## src/rtl/assoc_cache_pkg.sv

```systemverilog
package assoc_cache_pkg;

  typedef enum logic [0:0] {
    ST_LOOKUP = 1'b0,
    ST_FILL   = 1'b1
  } cache_state_e;

  // Width needed to index n items, at least one bit.
  function automatic int bits_of(input int n);
    return (n > 1) ? $clog2(n) : 1;
  endfunction

  // Tag width for a 32-bit byte address.
  function automatic int tag_bits(input int sets, input int block_bytes);
    return 32 - $clog2(block_bytes) - $clog2(sets);
  endfunction

endpackage

```

## src/rtl/cache_addr_split.sv

```systemverilog
module cache_addr_split
  import assoc_cache_pkg::*;
#(
  parameter int SETS        = 4,
  parameter int BLOCK_BYTES = 16
) (
  input  logic [31:0]                               addr,
  output logic [tag_bits(SETS, BLOCK_BYTES)-1:0]    tag,
  output logic [bits_of(SETS)-1:0]                  set_idx,
  output logic [bits_of(BLOCK_BYTES/4)-1:0]         word_idx
);
  localparam int OFF_W  = $clog2(BLOCK_BYTES);
  localparam int TAG_W  = tag_bits(SETS, BLOCK_BYTES);
  localparam int IDX_W  = bits_of(SETS);
  localparam int WORDS  = BLOCK_BYTES / 4;
  localparam int WORD_W = bits_of(WORDS);

  logic [31:0] block_num;

  assign block_num = addr >> OFF_W;
  assign set_idx   = IDX_W'(block_num % 32'(SETS));
  assign tag       = addr[31 -: TAG_W];

  generate
    if (WORDS > 1) begin : g_multi_word
      assign word_idx = addr[OFF_W-1:2];
    end else begin : g_single_word
      assign word_idx = '0;
    end
  endgenerate

endmodule

```

## src/rtl/cache_tag_match.sv

```systemverilog
module cache_tag_match
  import assoc_cache_pkg::*;
#(
  parameter int WAYS  = 4,
  parameter int TAG_W = 26
) (
  input  logic [WAYS-1:0]             valid,
  input  logic [WAYS-1:0][TAG_W-1:0]  tags,
  input  logic [TAG_W-1:0]            tag,
  output logic [WAYS-1:0]             way_match,
  output logic                        hit,
  output logic [bits_of(WAYS)-1:0]    hit_way,
  output logic                        any_free,
  output logic [bits_of(WAYS)-1:0]    free_way
);
  localparam int WAY_W = bits_of(WAYS);

  generate
    for (genvar w = 0; w < WAYS; w++) begin : g_cmp
      assign way_match[w] = valid[w] && (tags[w] == tag);
    end
  endgenerate

  assign hit      = |way_match;
  assign any_free = ~&valid;

  // Scan from the top so the lowest index wins.
  always_comb begin
    hit_way  = '0;
    free_way = '0;
    for (int w = WAYS - 1; w >= 0; w--) begin
      if (way_match[w]) hit_way  = WAY_W'(w);
      if (!valid[w])    free_way = WAY_W'(w);
    end
  end

endmodule

```

## src/rtl/cache_lru.sv

```systemverilog
module cache_lru
  import assoc_cache_pkg::*;
#(
  parameter int WAYS = 4,
  parameter int SETS = 4
) (
  input  logic                      clk,
  input  logic                      rst_ni,
  input  logic                      touch,
  input  logic [bits_of(SETS)-1:0]  touch_set,
  input  logic [bits_of(WAYS)-1:0]  touch_way,
  input  logic [bits_of(SETS)-1:0]  rd_set,
  output logic [bits_of(WAYS)-1:0]  victim
);
  localparam int WAY_W = bits_of(WAYS);
  localparam logic [WAY_W-1:0] OLDEST = WAY_W'(WAYS - 1);

  logic [SETS-1:0][WAYS-1:0][WAY_W-1:0] age_q, age_d;
  logic [WAYS-1:0]                      is_oldest;

  always_comb begin
    age_d = age_q;
    if (touch) begin
      for (int w = 0; w < WAYS; w++) begin
        if (WAY_W'(w) == touch_way) begin
          age_d[touch_set][w] = '0;
        end else if (age_q[touch_set][w] < age_q[touch_set][touch_way]) begin
          age_d[touch_set][w] = age_q[touch_set][w] + 1'b1;
        end
      end
    end
  end

  always_ff @(posedge clk or negedge rst_ni) begin
    if (!rst_ni) begin
      for (int s = 0; s < SETS; s++) begin
        for (int w = 0; w < WAYS; w++) begin
          age_q[s][w] <= WAY_W'(w);
        end
      end
    end else if (touch) begin
      age_q <= age_d;
    end
  end

  always_comb begin
    victim = '0;
    for (int w = WAYS - 1; w >= 0; w--) begin
      is_oldest[w] = (age_q[rd_set][w] == OLDEST);
      if (is_oldest[w]) victim = WAY_W'(w);
    end
  end

  AST_ONE_OLDEST: assert property (@(posedge clk) disable iff (!rst_ni)
    $onehot(is_oldest));

endmodule

```

## src/rtl/assoc_cache.sv

```systemverilog
module assoc_cache
  import assoc_cache_pkg::*;
#(
  parameter int WAYS        = 4,
  parameter int SETS        = 4,
  parameter int BLOCK_BYTES = 16
) (
  input  logic        clk,
  input  logic        rst_n,
  input  logic        req_valid,
  input  logic [31:0] req_addr,
  output logic        stall,
  output logic        rsp_valid,
  output logic        rsp_hit,
  output logic [31:0] rsp_data,
  output logic        mem_req,
  output logic [31:0] mem_addr,
  input  logic        mem_ack,
  input  logic [31:0] mem_rdata
);
  localparam int WORDS  = BLOCK_BYTES / 4;
  localparam int OFF_W  = $clog2(BLOCK_BYTES);
  localparam int WAY_W  = bits_of(WAYS);
  localparam int IDX_W  = bits_of(SETS);
  localparam int WORD_W = bits_of(WORDS);
  localparam int TAG_W  = tag_bits(SETS, BLOCK_BYTES);
  localparam logic [WORD_W-1:0] LAST_BEAT = WORD_W'(WORDS - 1);

  // Reset: asserted asynchronously, released on a clock edge.
  logic [1:0] rst_sync_q;
  logic       rst_ni;

  always_ff @(posedge clk or negedge rst_n) begin
    if (!rst_n) rst_sync_q <= 2'b00;
    else        rst_sync_q <= {rst_sync_q[0], 1'b1};
  end
  assign rst_ni = rst_sync_q[1];

  cache_state_e                      state_q, state_d;
  logic [SETS-1:0][WAYS-1:0]         valid_q, valid_d;
  logic [SETS-1:0][WAYS-1:0][TAG_W-1:0] tag_q;
  logic [31:0]                       data_q [SETS][WAYS][WORDS];

  logic [IDX_W-1:0]  fill_set_q,  fill_set_d;
  logic [WAY_W-1:0]  fill_way_q,  fill_way_d;
  logic [TAG_W-1:0]  fill_tag_q,  fill_tag_d;
  logic [WORD_W-1:0] fill_word_q, fill_word_d;
  logic [WORD_W-1:0] beat_q,      beat_d;
  logic [31:0]       fill_base_q, fill_base_d;
  logic              rsp_valid_q, rsp_valid_d;
  logic              rsp_hit_q,   rsp_hit_d;
  logic [31:0]       rsp_data_q,  rsp_data_d;

  logic [TAG_W-1:0]  req_tag;
  logic [IDX_W-1:0]  req_set;
  logic [WORD_W-1:0] req_word;
  logic [WAYS-1:0]   way_match;
  logic              hit, any_free;
  logic [WAY_W-1:0]  hit_way, free_way, victim;
  logic              touch;
  logic [IDX_W-1:0]  touch_set;
  logic [WAY_W-1:0]  touch_way;
  logic              accept, fill_ack, fill_last;

  cache_addr_split #(.SETS(SETS), .BLOCK_BYTES(BLOCK_BYTES)) u_split (
    .addr     (req_addr),
    .tag      (req_tag),
    .set_idx  (req_set),
    .word_idx (req_word)
  );

  cache_tag_match #(.WAYS(WAYS), .TAG_W(TAG_W)) u_match (
    .valid     (valid_q[req_set]),
    .tags      (tag_q[req_set]),
    .tag       (req_tag),
    .way_match (way_match),
    .hit       (hit),
    .hit_way   (hit_way),
    .any_free  (any_free),
    .free_way  (free_way)
  );

  cache_lru #(.WAYS(WAYS), .SETS(SETS)) u_lru (
    .clk       (clk),
    .rst_ni    (rst_ni),
    .touch     (touch),
    .touch_set (touch_set),
    .touch_way (touch_way),
    .rd_set    (req_set),
    .victim    (victim)
  );

  assign accept    = (state_q == ST_LOOKUP) && req_valid;
  assign fill_ack  = (state_q == ST_FILL) && mem_ack;
  assign fill_last = fill_ack && (beat_q == LAST_BEAT);

  // Next-state logic
  always_comb begin
    state_d     = state_q;
    valid_d     = valid_q;
    fill_set_d  = fill_set_q;
    fill_way_d  = fill_way_q;
    fill_tag_d  = fill_tag_q;
    fill_word_d = fill_word_q;
    beat_d      = beat_q;
    fill_base_d = fill_base_q;
    rsp_valid_d = 1'b0;
    rsp_hit_d   = rsp_hit_q;
    rsp_data_d  = rsp_data_q;
    touch       = 1'b0;
    touch_set   = req_set;
    touch_way   = hit_way;
    unique case (state_q)
      ST_LOOKUP: begin
        if (accept) begin
          if (hit) begin
            rsp_valid_d = 1'b1;
            rsp_hit_d   = 1'b1;
            rsp_data_d  = data_q[req_set][hit_way][req_word];
            touch       = 1'b1;
          end else begin
            state_d     = ST_FILL;
            fill_set_d  = req_set;
            fill_way_d  = any_free ? free_way : victim;
            fill_tag_d  = req_tag;
            fill_word_d = req_word;
            fill_base_d = {req_addr[31:OFF_W], {OFF_W{1'b0}}};
            beat_d      = '0;
          end
        end
      end
      ST_FILL: begin
        if (fill_ack) begin
          beat_d = beat_q + 1'b1;
          if (beat_q == fill_word_q) rsp_data_d = mem_rdata;
          if (fill_last) begin
            state_d                        = ST_LOOKUP;
            valid_d[fill_set_q][fill_way_q] = 1'b1;
            rsp_valid_d                    = 1'b1;
            rsp_hit_d                      = 1'b0;
            touch                          = 1'b1;
            touch_set                      = fill_set_q;
            touch_way                      = fill_way_q;
          end
        end
      end
      default: state_d = ST_LOOKUP;
    endcase
  end

  // Control registers
  always_ff @(posedge clk or negedge rst_ni) begin
    if (!rst_ni) begin
      state_q     <= ST_LOOKUP;
      valid_q     <= '0;
      fill_set_q  <= '0;
      fill_way_q  <= '0;
      fill_tag_q  <= '0;
      fill_word_q <= '0;
      beat_q      <= '0;
      fill_base_q <= '0;
      rsp_valid_q <= 1'b0;
      rsp_hit_q   <= 1'b0;
      rsp_data_q  <= '0;
    end else begin
      state_q     <= state_d;
      valid_q     <= valid_d;
      fill_set_q  <= fill_set_d;
      fill_way_q  <= fill_way_d;
      fill_tag_q  <= fill_tag_d;
      fill_word_q <= fill_word_d;
      beat_q      <= beat_d;
      fill_base_q <= fill_base_d;
      rsp_valid_q <= rsp_valid_d;
      rsp_hit_q   <= rsp_hit_d;
      rsp_data_q  <= rsp_data_d;
    end
  end

  // Storage arrays, written only during a fill
  always_ff @(posedge clk) begin
    if (fill_ack)  data_q[fill_set_q][fill_way_q][beat_q] <= mem_rdata;
    if (fill_last) tag_q[fill_set_q][fill_way_q]          <= fill_tag_q;
  end

  assign stall     = (state_q == ST_FILL);
  assign mem_req   = (state_q == ST_FILL);
  assign mem_addr  = fill_base_q + (32'(beat_q) << 2);
  assign rsp_valid = rsp_valid_q;
  assign rsp_hit   = rsp_hit_q;
  assign rsp_data  = rsp_data_q;

  AST_MATCH_ONEHOT: assert property (@(posedge clk) disable iff (!rst_ni)
    (state_q == ST_LOOKUP) |-> $onehot0(way_match));
  AST_HIT_NO_STALL: assert property (@(posedge clk) disable iff (!rst_ni)
    (rsp_valid && rsp_hit) |-> !stall);
  AST_BEAT_STEP: assert property (@(posedge clk) disable iff (!rst_ni)
    (fill_ack && !fill_last) |=> (mem_req && mem_addr == $past(mem_addr) + 32'd4));
  AST_FILL_RESPONDS: assert property (@(posedge clk) disable iff (!rst_ni)
    $fell(stall) |-> (rsp_valid && !rsp_hit));
  AST_FREE_WAY_USED: assert property (@(posedge clk) disable iff (!rst_ni)
    (accept && !hit && any_free) |=> !valid_q[fill_set_q][fill_way_q]);

endmodule

```

## config.mk

```make
export PLATFORM = sky130hd
export DESIGN_NAME = assoc_cache
export DESIGN_NICKNAME = d
export VERILOG_FILES = /design/src/rtl/assoc_cache_pkg.sv /design/src/rtl/cache_addr_split.sv /design/src/rtl/cache_tag_match.sv /design/src/rtl/cache_lru.sv /design/src/rtl/assoc_cache.sv
export SDC_FILE = /design/constraint.sdc
export NUM_CORES = 2
export LEC_CHECK = 0
export BUFFER_PORTS_ARGS = -buffer_cell sky130_fd_sc_hd__buf_2
export CAP_MARGIN = 20
export CORE_MARGIN = 10
export CORE_UTILIZATION = 70
export CTS_BUF_LIST = sky130_fd_sc_hd__clkbuf_8
export DETAILED_ROUTE_END_ITERATION = 10
export GPL_ROUTABILITY_DRIVEN = 0
export HOLD_SLACK_MARGIN = 0.03
export PLACE_DENSITY = 0.87
export SLEW_MARGIN = 0
export SYNTH_ARGS = -nofsm -noshare
export SYNTH_HDL_FRONTEND = slang
export SYNTH_HIERARCHICAL = 1
export SYNTH_SLANG_ARGS = --single-unit
```

## constraint.sdc

```tcl
create_clock -name clk -period 10.3 [get_ports clk]
set_clock_uncertainty 0.2 [all_clocks]
set_input_delay 1.03 -clock clk [delete_from_list [all_inputs] [get_ports clk]]
set_output_delay 1.03 -clock clk [all_outputs]
set_load 0.05 [all_outputs]
```

=== Word level (Yosys, flattened, before mapping) ===
Memories as Yosys holds them, arrays and structs flattened.
Cells that the tools add are included.

* Bitwise logic cells: 15
* Multiplexer cells: 97
* Eq/ne operators: 19
* Add/subtract/negate cells: 6
* Reduce and logical (&&, ||, !) cells: 20
* $lt $le $gt $ge: 18

{| class="wikitable"
|+ Operators with widths
! operator !! count
|-
| $mux W32 || 18
|-
| $mux W512 || 1
|-
| $bwmux W416 || 1
|-
| $mux W128 || 3
|-
| $bmux W128 S2 || 1
|-
| $demux W128 S2 || 1
|-
| $bmux W104 S2 || 1
|-
| $demux W104 S2 || 1
|-
| $mux W104 || 2
|-
| $and A32 B32 Y32 || 4
|-
| $bwmux W32 || 4
|-
| $not A32 Y32 || 4
|-
| $eq A26 B26 Y1 || 4
|-
| $bmux W32 S2 || 1
|-
| $demux W32 S2 || 1
|-
| $demux W8 S2 || 4
|-
| $pmux W32 S2 || 1
|-
| $demux W26 S2 || 1
|-
| $mux W2 || 24
|-
| $add A32 B4 Y32 || 1
|-
| $bmux W8 S2 || 2
|-
| $mux W26 || 1
|-
| $mux W8 || 3
|-
| $or A16 B16 Y16 || 1
|-
| 28 further kinds || 90
|}

* Register bits after elaboration: 563
* Memory bits (writable): 2048
* Output and inout port bits: 68
* Memories: 1
* Logic and storage cells: 223

{| class="wikitable"
|+ Memories
! memory !! depth !! bits a word !! read ports !! clocked after Yosys merged registers in !! wr ports !! line !! source
|-
| data_q || 4 || 512 || 1 || 0 || 1 || assoc_cache.sv:42 || <nowiki>logic [31:0] data_q [SETS][WAYS][WORDS];</nowiki>
|}

=== Logic depth before layout (Yosys ltp) ===
* Word-level depth: 28
* Mapped depth: 28

=== By module ===
The synthesis kept the hierarchy.

{| class="wikitable"
|+ Modules (own cells, without submodules)
! module !! seq. area each (sq um) !! times used !! cells each !! area each (sq um)
|-
| assoc_cache || 76868.7 || 1 || 4371 || 97668.7
|-
| cache_lru || 820.8 || 1 || 209 || 2389.8
|-
| cache_tag_match || 0.0 || 1 || 164 || 1301.2
|-
| cache_addr_split || 0.0 || 1 || 30 || 225.2
|}

=== Worst setup path after synthesis ===
Ideal clock, no wire load.

* Path kind: input -> register
* Start point: input req_addr[4]
* End point: register u_lru/age_q[19] (netlist bit)
* Setup time: 125 ps
* Data arrival time: 7127 ps
* Path buffers: 13
* Slack: 2848 ps
* Cell stages on the path: 27
* Cell sequence: buf_4 buf_2 buf_6 buf_6 buf_6 buf_4 buf_2 buf_2 mux4_2 xnor2_1 nand4_1 nor4_1 o211ai_1 a21oi_1 buf_2 buf_1 buf_2 buf_1 mux2_2 clkbuf_1 mux4_2 inv_1 ha_1 o21ai_0 nand3_1 o21ai_2 mux2_2

* Word-level cells in the longest chain between the ends: 28

{| class="wikitable"
|+ RTL lines
! what !! line !! source
|-
| start, declared || assoc_cache.sv:11 || <nowiki>input logic [31:0] req_addr,</nowiki>
|-
| $bmux W104 S2 || assoc_cache.sv:74 || <nowiki>.tags (tag_q[req_set]),</nowiki>
|-
| $mux W104 (implied by the code) || assoc_cache.sv:74 ||
|-
| $eq A26 B26 Y1 || cache_tag_match.sv:20 || <nowiki>assign way_match[w] = valid[w] && (tags[w] == tag);</nowiki>
|-
| $logic_and A1 B1 Y1 || cache_tag_match.sv:20 ||
|-
| $mux W2 (3 in series) || cache_tag_match.sv:32 || <nowiki>if (way_match[w]) hit_way = WAY_W'(w);</nowiki>
|-
| $mux W2 (*) || cache_tag_match.sv:32 ||
|-
| named net hit_way[0] || assoc_cache.sv:59 || <nowiki>logic [WAY_W-1:0] hit_way, free_way, victim;</nowiki>
|-
| $mux W2 || assoc_cache.sv:136 || <nowiki>if (fill_last) begin</nowiki>
|-
| (+2 left out) || n/a ||
|-
| named net touch_way[0] || assoc_cache.sv:62 || <nowiki>logic [WAY_W-1:0] touch_way;</nowiki>
|-
| (+9 left out) || n/a ||
|-
| $mux W32 || cache_lru.sv:23 || <nowiki>if (touch) begin</nowiki>
|-
| $bwmux W32 || cache_lru.sv:28 || <nowiki>age_d[touch_set][w] = age_q[touch_set][w] + 1'b1;</nowiki>
|-
| $mux W32 || cache_lru.sv:27 || <nowiki>end else if (age_q[touch_set][w] < age_q[touch_set][touch_way]) begin</nowiki>
|-
| $mux W32 || cache_lru.sv:25 || <nowiki>if (WAY_W'(w) == touch_way) begin</nowiki>
|-
| $mux W32 || cache_lru.sv:23 ||
|-
| $bwmux W32 || cache_lru.sv:28 ||
|-
| $mux W32 || cache_lru.sv:27 ||
|-
| $mux W32 (*) || cache_lru.sv:25 ||
|-
| end signal, assigned by index || cache_lru.sv:38 || <nowiki>age_q[s][w] <= WAY_W'(w);</nowiki>
|-
| end signal, assigned || cache_lru.sv:42 || <nowiki>age_q <= age_d;</nowiki>
|-
| end, declared || cache_lru.sv:18 || <nowiki>logic [SETS-1:0][WAYS-1:0][WAY_W-1:0] age_q, age_d;</nowiki>
|}

The timed path passes the listed nets; every way through them passes the cells marked *. The select of a mux whose other input is x is not followed.
A chain may end at the register's enable or synchronous reset.

=== Worst setup path after layout ===
* Start point: input req_addr[4]
* End point: register rsp_data_q[31] (netlist: rsp_data[31])

* Word-level cells in the longest chain between the ends: 18

{| class="wikitable"
|+ RTL lines
! what !! line !! source
|-
| $bmux W104 S2 || assoc_cache.sv:74 ||
|-
| $mux W104 (implied by the code) || assoc_cache.sv:74 ||
|-
| $eq A26 B26 Y1 || cache_tag_match.sv:20 ||
|-
| $logic_and A1 B1 Y1 || cache_tag_match.sv:20 ||
|-
| $mux W2 (3 in series) || cache_tag_match.sv:32 ||
|-
| $mux W2 (*) || cache_tag_match.sv:32 ||
|-
| named net hit_way[0] || assoc_cache.sv:59 ||
|-
| $not A2 Y3 (implied by the code) (*) || assoc_cache.sv:119 || <nowiki>rsp_data_d = data_q[req_set][hit_way][req_word];</nowiki>
|-
| $bmux W128 S2 (*) || assoc_cache.sv:119 ||
|-
| $mux W128 (implied by the code) (*) (2 in series) || assoc_cache.sv:119 ||
|-
| $bmux W32 S2 (*) || assoc_cache.sv:119 ||
|-
| $mux W32 (implied by the code) (*) (2 in series) || assoc_cache.sv:119 ||
|-
| $mux W32 (*) || assoc_cache.sv:116 || <nowiki>if (hit) begin</nowiki>
|-
| $mux W32 (*) || assoc_cache.sv:115 || <nowiki>if (accept) begin</nowiki>
|-
| $pmux W32 S2 (*) || assoc_cache.sv:113 || <nowiki>unique case (state_q)</nowiki>
|-
| end signal, assigned || assoc_cache.sv:176 || <nowiki>rsp_data_q <= rsp_data_d;</nowiki>
|-
| end, declared || assoc_cache.sv:52 || <nowiki>logic [31:0] rsp_data_q, rsp_data_d;</nowiki>
|}

Marks and branches as above.

==> metrics.md <==
| Metric | Value |
|---|---|
| Status | complete, no violations |
| Core Rows | 139 |
| Clock root buffer | clkbuf_8 |
| Gr usage total | 0.351 |
| Critical R2R Launch | tag_q[396] |
| Starting Density | 0.706 |
| Worst setup EP type | flip-flop |
| CTS tree | yes |
| Gate count of the mapped netlist | 4772 |
| Worst hold path class | in -> reg |
| Max Cap Violations | 0 |
| Setup crit start | req_addr[4] |
| Area of the core | 144000 µm² |
| Power density over cell area | 209 nW/µm² |
| P_leak | 37.3 nW |
| Switching share of power | 0.268 |
| Die height | 401 µm |
| Min Tclk post-route | 7.06 ns |
| Wire length per cell | 38.5 µm |
| Placed inst area | 105000 µm² |
| Relative slew slack | 0.155 |
| Yosys warnings | 6 |
| Highest Clock Rate | 142 MHz |
| VDD IR-drop max | 0.247 mV |
| H-tree Lvls | 5 |
| DIE AREA | 161000 µm² |
| Slew @ Worst Pin | 1.27 ns |
| First-pass GRT wire length | 404000 µm |
| # nets final | 5248 |
| Final hold violations | 0 |
| Total CTS buffers | 402 |
| Hold path startpoint | req_addr[28] |
| Max Slew Vio Count | 0 |
| Synthesized area | 102000 µm² |
| P_int | 17.2 mW |
| DR pass1 iterations | 8 |
| WL final | 284000 µm |
| Resized Gates After CTS | 0 |
| Die width | 401 µm |
| Post-DP HPWL | 147000 µm |
| Vias in the first global route | 56200 |
| Post-DRT Antenna Nets | 0 |
| Seq pwr share | 0.548 |
| Fin crit share | 0.685 |
| Initial antenna violation count | 28 |
| WS Path Type | in -> reg |
| Clock buffer depth | 4 |
| Hold WS | 0.121 ns |
| Iter 0 DRT Violations | 9873 |
| Via density | 7.47 |
| Fin area | 113000 µm² |
| Final setup TNS | 0 ns |
| Clock Latency Late Sink | 1.09 ns |
| CP arrival | 7.77 ns |
| Grt ovf | 0 |
| Fraction of layout cells with a size suffix above 1 | 0.291 |
| Largest net degree at the start of global routing | 134 |
| TritonCTS sink count | 2611 |
| Unrepaired setup endpoints after global routing | false |
| Final setup vio count | 0 |
| Via count | 55200 |
| Logic gate share of total power | 0.106 |
| Postcts setup bufs | 0 |
| Synthesized area per cell | 21.3 µm² |
| Fillers | 6142 |
| Post-CTS Hold Buffers | 2 |
| Synthesis-to-layout area growth | 10.9% |
| Drt drc | 0 |
| Worst setup SP type | primary input |
| Clk slew on worst S/H paths | 0.07 ns |
| Worst-path maximum fanout | 70 |
| Power share of the clock group | 0.347 |
| I/O Buffers | 131 |
| Worst Path Required | 11.01 ns |
| I/O pins | 136 |
| Psw | 6.30 mW |
==> placed cells by master, fill, tap and decap left out, drive strengths merged, types with 122 or more instances in the layout <==
master and n:
dfrtp 131, inv 131, clkinv 134, a22oi 156, mux4 565, buf 287
edfxtp 2464, clkbuf 431, nand2 122, mux2i 268
==> worst max-delay path: stages <==
cell,delay (ns)
buf_8,0.57
buf_4,0.60
mux4_2,0.58
xnor2_1,0.25
nand4_1,0.30
nor4_1,0.43
o211ai_1,0.24
a21oi_4,0.69
buf_4,0.66
buf_4,0.76
mux4_2,0.50
a22oi_1,0.80
nand2_1,0.14
==> worst paths after layout <==
path / endpoint / slack (ns) / cells after the start
setup / recovery: rsp_data[31] / 3.25 / 13
hold reg to reg: fill_base_q[29] / 0.16 / 0
min in group asynchronous: fill_base_q[29] / 0.16 / 0
setup reg to reg: rsp_data[31] / 3.78 / 11
hold / removal: fill_base_q[28] / 0.12 / 2
max in group asynchronous: rsp_data[21] / 7.73 / 2
==> sequential cells by signal, indices dropped and copies added (netlist names) <==
signal,flops
beat_q,2
data_q,2048
fill_base_q,28
fill_set_q,2
fill_tag_q,26
fill_way_q,2
fill_word_q,2
mem_req,1
rsp_data,32
rsp_hit,1
rsp_valid,1
rst_sync_q,2
tag_q,416
u_lru/age_q,32
valid_q,16
==> power groups by stage <==
stage | clock network (mW) | registers (mW) | logic (mW)
2_1_floorplan | 0 | 13.2 | 1.09
6_report | 8.15 | 12.9 | 2.48
4_1_cts | 8.15 | 12.8 | 2.40
5_1_grt | 8.61 | 12.9 | 2.54
3_5_place_dp | 0 | 13.0 | 2.34
3_3_place_gp | 0 | 13.0 | 2.23
==> layout make-up <==
type,instances,area (µm²),share of cell area
Clock buffer,431,5930,0.0526
Clock inverter,272,1420,0.0126
Tap cell,1903,2380,0.0211
Timing Repair Buffer,289,2190,0.0195
Inverter,10,42.5,0.000378
Antenna cell,13,32.5,0.000289
Sequential cell,2611,77700,0.690
Multi-Input combinational cell,1858,23000,0.204
==> routing by layer <==
metal  routed length, µm  vias to the layer above  track usage
met3               46100                     1198        0.132
met4               19500                       43        0.199
met5                 602                        -      0.00773
met2              134000                     5811        0.536
li1                    -                    20700            -
met1               84300                    27500        0.437
==> per-stage QoR <==
step | setup WS, ns | std cells | util | power, mW
after global routing | 3.08 | 7380 | 0.783 | 24.0
after global placement | 2.50 | 6651 | 0.729 | 15.2
final | 3.25 | 7387 | 0.783 | 23.5
after floorplan | 2.85 | 4773 | - | 14.3
after CTS | 3.53 | 7363 | 0.782 | 23.4
after detailed placement | 2.44 | 6658 | 0.730 | 15.4
Power figures use the tool's default switching activity.
